$ cat src/rtl/smm_pkg.sv
package smm_pkg;
    typedef enum logic {
        MODE_REPAIR = 1'b0,
        MODE_BYPASS = 1'b1
    } smm_mode_e;

    function automatic logic mask_clash(input logic [63:0] a, input logic [63:0] b);
        return |(a & b);
    endfunction
endpackage

$ cat src/rtl/smm_sub_select.sv
module smm_sub_select #(
    parameter int BLOCK_W = 64,
    parameter int SUB_W   = 8,
    localparam int NSUB   = BLOCK_W / SUB_W
) (
    input  logic [BLOCK_W-1:0] prim_i,
    input  logic [BLOCK_W-1:0] tgt_i,
    input  logic [NSUB-1:0]    mask_i,
    output logic [BLOCK_W-1:0] data_o
);
    for (genvar k = 0; k < NSUB; k++) begin : g_sub
        assign data_o[k*SUB_W +: SUB_W] = mask_i[k] ? tgt_i[k*SUB_W +: SUB_W]
                                                    : prim_i[k*SUB_W +: SUB_W];
    end
endmodule

$ cat src/rtl/smm_wr_scatter.sv
module smm_wr_scatter #(
    parameter int NSUB = 8
) (
    input  logic            wr_valid_i,
    input  logic            bypass_i,
    input  logic [NSUB-1:0] mask_i,
    output logic [NSUB-1:0] prim_en_o,
    output logic [NSUB-1:0] tgt_en_o
);
    for (genvar k = 0; k < NSUB; k++) begin : g_en
        assign tgt_en_o[k]  = wr_valid_i && !bypass_i && mask_i[k];
        assign prim_en_o[k] = wr_valid_i && (bypass_i || !mask_i[k]);
    end
endmodule

$ cat src/rtl/subblock_merge_mux.sv
module subblock_merge_mux
    import smm_pkg::*;
#(
    parameter int BLOCK_W = 64,
    parameter int SUB_W   = 8,
    localparam int NSUB   = BLOCK_W / SUB_W
) (
    input  logic               clk,
    input  logic               rst_n,
    input  logic               bypass_en,
    input  logic               rd_valid_i,
    input  logic [BLOCK_W-1:0] rd_prim_i,
    input  logic [BLOCK_W-1:0] rd_tgt_i,
    input  logic [NSUB-1:0]    prim_mask_i,
    input  logic [NSUB-1:0]    tgt_mask_i,
    output logic               rd_valid_o,
    output logic [BLOCK_W-1:0] rd_data_o,
    output logic               rd_err_o,
    input  logic               wr_valid_i,
    input  logic [NSUB-1:0]    wr_mask_i,
    output logic [NSUB-1:0]    wr_prim_en_o,
    output logic [NSUB-1:0]    wr_tgt_en_o
);
    typedef struct packed {
        logic               vld;
        logic               err;
        logic [BLOCK_W-1:0] data;
    } pipe_t;

    pipe_t              pipe_d, pipe_q;
    logic [BLOCK_W-1:0] merged;
    smm_mode_e          mode;
    logic               clash;

    assign mode = bypass_en ? MODE_BYPASS : MODE_REPAIR;

    smm_sub_select #(.BLOCK_W(BLOCK_W), .SUB_W(SUB_W)) u_sel (
        .prim_i (rd_prim_i),
        .tgt_i  (rd_tgt_i),
        .mask_i (prim_mask_i),
        .data_o (merged)
    );

    smm_wr_scatter #(.NSUB(NSUB)) u_wr (
        .wr_valid_i (wr_valid_i),
        .bypass_i   (bypass_en),
        .mask_i     (wr_mask_i),
        .prim_en_o  (wr_prim_en_o),
        .tgt_en_o   (wr_tgt_en_o)
    );

    always_comb begin
        clash       = mask_clash(64'(prim_mask_i), 64'(tgt_mask_i));
        pipe_d      = pipe_q;
        pipe_d.vld  = rd_valid_i && (mode == MODE_REPAIR);
        pipe_d.err  = pipe_d.vld && clash;
        if (pipe_d.vld) begin
            pipe_d.data = merged;
        end
    end

    always_ff @(posedge clk) begin
        if (!rst_n) begin
            pipe_q <= '0;
        end else begin
            pipe_q <= pipe_d;
        end
    end

    always_comb begin
        if (mode == MODE_BYPASS) begin
            rd_valid_o = rd_valid_i;
            rd_data_o  = rd_prim_i;
            rd_err_o   = 1'b0;
        end else begin
            rd_valid_o = pipe_q.vld;
            rd_data_o  = pipe_q.data;
            rd_err_o   = pipe_q.err;
        end
    end
endmodule

$ cat config.mk
export PLATFORM = sky130hd
export DESIGN_NAME = subblock_merge_mux
export DESIGN_NICKNAME = d
export VERILOG_FILES = /design/src/rtl/smm_pkg.sv /design/src/rtl/smm_sub_select.sv /design/src/rtl/smm_wr_scatter.sv /design/src/rtl/subblock_merge_mux.sv
export SDC_FILE = /design/constraint.sdc
export NUM_CORES = 1
export LEC_CHECK = 0
export ABC_AREA = 1
export BUFFER_PORTS_ARGS = -buffer_cell sky130_fd_sc_hd__buf_4
export CORE_ASPECT_RATIO = 1.75
export CORE_MARGIN = 2
export CORE_UTILIZATION = 46
export CTS_BUF_LIST = sky130_fd_sc_hd__clkbuf_8
export DETAILED_ROUTE_END_ITERATION = 7
export GPL_ROUTABILITY_DRIVEN = 0
export GPL_TIMING_DRIVEN = 0
export PLACE_DENSITY = 0.83
export SYNTH_ARGS = -nofsm -noshare
export SYNTH_HDL_FRONTEND = slang
export SYNTH_SLANG_ARGS = --single-unit
$ cat constraint.sdc
create_clock -name clk -period 1.05 [get_ports clk]
set_clock_uncertainty 0.05 [all_clocks]
set_input_delay 0.0525 -clock clk [delete_from_list [all_inputs] [get_ports clk]]
set_output_delay 0.0525 -clock clk [all_outputs]
set_load 0.1 [all_outputs]
==> results.md, run 1 <==
- Num Clock Sinks: 66
- Register area share after synthesis: 32.13%
- PortBufs: 237
- Mapped Area: 4113 um2
- Root Buffer: clkbuf_8
- Synth Register Bits: 66
- Top-area cell type share of the netlist area: 32.13%
- Ys Warns: 0
- Dpl cell area: 6972 um2
- Synthesized Nets: 779
- Status: stopped before the end
- Die Wd: 75.48 um
- CTS buffer count: 9
- Halt Stage: clock tree synthesis (4_1_cts)
- Cells after synthesis: 622
- I/O pin cnt: 239
- Clock buffer depth: 2
- Num rows: 45
- Ranking of synthesized cells by area: dfxtp_1 (32%), a21oi_1 (14%), o21ai_0 (9.6%)
- Synth cell types: 20
- CTS Hold Bufs: 77
- DP HPWL: 12630 um
- Initial Util: 47.43%
- Post-cts sizing count: 359
- Syn_area_per_cell: 6.612 um2
- Die height: 129.1 um
- Post-synth top area cell: dfxtp_1
- Post-Place Cells: 976
- H-Tree Level Count: 3
- First Error: [ERROR DPL-0038] Utilization greater than 100%, impossible to legalize
- Post-CTS Setup Inserts: 9
[per-stage QoR]
step / TNS, ns / util [%] / worst slack [ns] / hold WS, ns
after floorplan: -1.474 / - / -0.1013 / 0.1420
after global placement: -14.63 / 80.40 / -0.2277 / 0.2666
after detailed placement: -15.25 / 80.40 / -0.2316 / 0.2695
[synthesized netlist by cell type]
library cell  instances
nor2_4                1
clkbuf_8              4
buf_1                 1
a21oi_2              10
nand2_4               1
inv_2                 2
nor2_1               39
clkbuf_1             12
clkbuf_2              1
or2_2                50
o21ai_0              79
buf_12                6
dfxtp_1              66
o21ai_2               3
buf_6                 6
a21oi_1             113
nand2_1              93
o21ai_1              47
buf_2                13
inv_1                75
[logic make-up after synthesis]
group	Yosys count	share of synthesized area (%)
DFF	66	32.13
AOI/OAI and AO/OA	252	31.85
and+or+nand+nor	184	20.20
buffers and inverters	120	15.82
==> inputs of run 2 (changes only) <==
--- a/config.mk
+++ b/config.mk
@@ -7,14 +7,12 @@
 export LEC_CHECK = 0
 export ABC_AREA = 1
 export BUFFER_PORTS_ARGS = -buffer_cell sky130_fd_sc_hd__buf_4
-export CORE_ASPECT_RATIO = 1.75
 export CORE_MARGIN = 2
-export CORE_UTILIZATION = 46
-export CTS_BUF_LIST = sky130_fd_sc_hd__clkbuf_8
+export CORE_UTILIZATION = 40
 export DETAILED_ROUTE_END_ITERATION = 7
 export GPL_ROUTABILITY_DRIVEN = 0
 export GPL_TIMING_DRIVEN = 0
-export PLACE_DENSITY = 0.83
+export PLACE_DENSITY_LB_ADDON = 0.15
 export SYNTH_ARGS = -nofsm -noshare
 export SYNTH_HDL_FRONTEND = slang
 export SYNTH_SLANG_ARGS = --single-unit
==> run 2 against run 1 <==
Net effect:
- the flow now finishes, with violations (setup timing)
- synthesized area is the same
- synthesized cell count is the same
==> results.md, run 2 <==
- Status: complete, but fails checks
- Failing checks: setup timing
- Root Buffer: clkbuf_8
- I/O pin cnt: 239 (unchanged)
- CP Max Fanout: 2
- Num Clock Sinks: 66 (unchanged)
- Min Tclk post-route: 1.202 ns
- PortBufs: 237 (unchanged)
- EDFF count, synth: 0 (unchanged)
- CTS tree: done
- Via count: 6562
- Critical Path Source Type: register
- Initial drt markers: 619
- CP arrival: 1.10 ns
- Core area: 10140 um2
- Largest net degree at the start of global routing: 11
- Hold path cells: 3
- Registers with the most flip-flops: pipe_q (66)
- Post-synth ARST share: 0% (unchanged)
- Synthesized Nets: 779 (unchanged)
- Most used DFF post-synth: dfxtp_1
- Post-synth top area cell: dfxtp_1
- Register area share after synthesis: 32.13% (unchanged)
- Final nets: 1131
- Setup WS post-layout: -0.1516 ns
- Die height: 105.4 um (-18%)
- Final hold slack: 0.005074 ns
- Clk pin slew, worst setup/hold paths: 0.07 ns
- Post-DRT Antenna Nets: 0
- Reg with most FFs: pipe_q
- Top-area cell type share of the netlist area: 32.13% (unchanged)
- WL final: 25680 um
- Launch point of the worst path: pipe_q[15]
- Leakage: 4.238 nW
- Slew margin rel.: 63.60%
- Ranking of synthesized cells by area: dfxtp_1 (32%), a21oi_1 (14%), o21ai_0 (9.6%)
- Initial antenna violation count: 0
- Fmax: 832.3 MHz
- Num rows: 37 (-18%)
- Most frequent cells in the layout: buf_4 (182), a21oi_1 (101), buf_12 (78), dlygate4sd3_1 (74), inv_1 (73)
- Top post-synthesis cells by count: a21oi_1 (113), nand2_1 (93), o21ai_0 (79)
- Synth cell types: 20 (unchanged)
- First-pass GRT wire length: 32820 um
- Slew @ Worst Pin: 0.5459 ns
- Synth Register Bits: 66 (unchanged)
- Max reg flops: 66
- Inserted Diodes: 0
- Drt pass-1 iters: 7
- Mapped Area: 4113 um2 (unchanged)
- Slew Limit Fails: 0
- Syn_area_per_cell: 6.612 um2 (unchanged)
- Worst-Skew Late Latency: 0.34 ns
- CTS buffer count: 9 (unchanged)
- Worst setup EP type: output port
- Leading cell type in the layout, fill and taps excluded: buf_4
- # DRC: 0
- DR vias/cell: 5.896
- Max cap viols: 0
- Worst Hold Class: primary input to register
- Total GRT Usage: 37.46%
- Cell depth of the worst flop-to-flop path: 3
- Ratio of cells with drive above 1 in the final layout: 61.82%
- Setup CP Type: register to output port
- Worst path required time: 0.95 ns
- Ys Warns: 0 (unchanged)
- Peak supply drop: 0.7595 mV
- Hold Startpoint: prim_mask_i[1]
- Power Total: 10.49 mW
- Final setup fails: 72
- DP HPWL: 11370 um (-10%)
- P per Cell Area: 1098 nW/um2
- Cells after synthesis: 622 (unchanged)
- Die Wd: 105.4 um (+40%)
- Hold Vio Cnt, Final: 0
- Initial Util: 40.57% (-6.9 points)
- Vias in the first global route: 6514
- Grt total ovfl: 0
- Worst R2R Start: pipe_q[14]
- P&R area growth vs syn: 132.3%
- Period utilization: 114.4%
- RSZ-0062 raised after global routing: yes
- DIE AREA: 11110 um2
- DR WL/cell: 23.07 um
- H-Tree Level Count: 3 (unchanged)
- Count leader, synth: a21oi_1
- Clock buffer depth: 2 (unchanged)
[run 2: cell families after synthesis]
| family | after synthesis | synth area share (%) |
|---|---|---|
| AO/OA/AOI/OAI | 252 | 31.85 |
| buffers and inverters | 120 | 15.82 |
| AND/OR/NAND/NOR | 184 | 20.20 |
| flip-flops | 66 | 32.13 |
[run 2: area by class of cell]
cell class                 count  area [um2]
multi-input combinational    436        3224
clock buffer                  12       165.2
fill                         289       584.3
tap                          136       170.2
clock inverter                 2       12.51
timing repair buffer         341        3730
inverter                      77       305.3
sequential                    66        1403
buffer                        43       544.3
[run 2: worst paths after layout]
check | endpoint | slack [ns]
worst max register to register | pipe_q[14] | 0.05
worst max-delay path | rd_data_o[15] | -0.15
worst min-delay path | pipe_q[14] | 0.005
worst min register to register | pipe_q[1] | 0.49
[run 2: stage by stage]
stage	setup slack, ns	cells	instance area [um2]	utilization [%]	setup TNS (ns)
6_report	-0.1516	1113	9554	94.24	-6.402
2_1_floorplan	-0.1013	622	5046	-	-1.474
3_3_place_gp	-0.2241	995	6995	69.00	-15.01
3_5_place_dp	-0.2463	995	6995	69.00	-16.48
5_1_grt	-0.1548	1113	9554	94.24	-8.103
4_1_cts	-0.09187	1090	9213	90.87	-4.806
[run 2: report_power, final]
part	leakage [nW]	switching [mW]	internal, mW
Combinational	3.58	3.33	2.18
Sequential	0.568	0.133	2.71
Clock	0.0903	1.12	1.02
[run 2: routing by layer]
layer,GRT usage [%],wire length [um],part of all wire [%]
met3,7.359,2196,8.6
met5,0,0,0
met1,39.49,8438,33
met4,20.10,2166,8.4
met2,69.49,12880,50
[run 2: repair_timing]
item                                    in CTS  in global routing
buffers inserted                             7                 21
pin swaps                                   17                  5
endpoints found under the hold margin       64                  1
resized for setup                          372                 35
gates cloned                                 0                  1
hold buffers                                74                  4
endpoints found under the setup margin      82                105
[run 2: critical path: stages (launching register included)]
cell	delay, ns
dfxtp_2	0.37
nand2_2	0.09
o21ai_4	0.09
buf_12	0.19
Note: power is estimated with default switching activity, not from simulation.
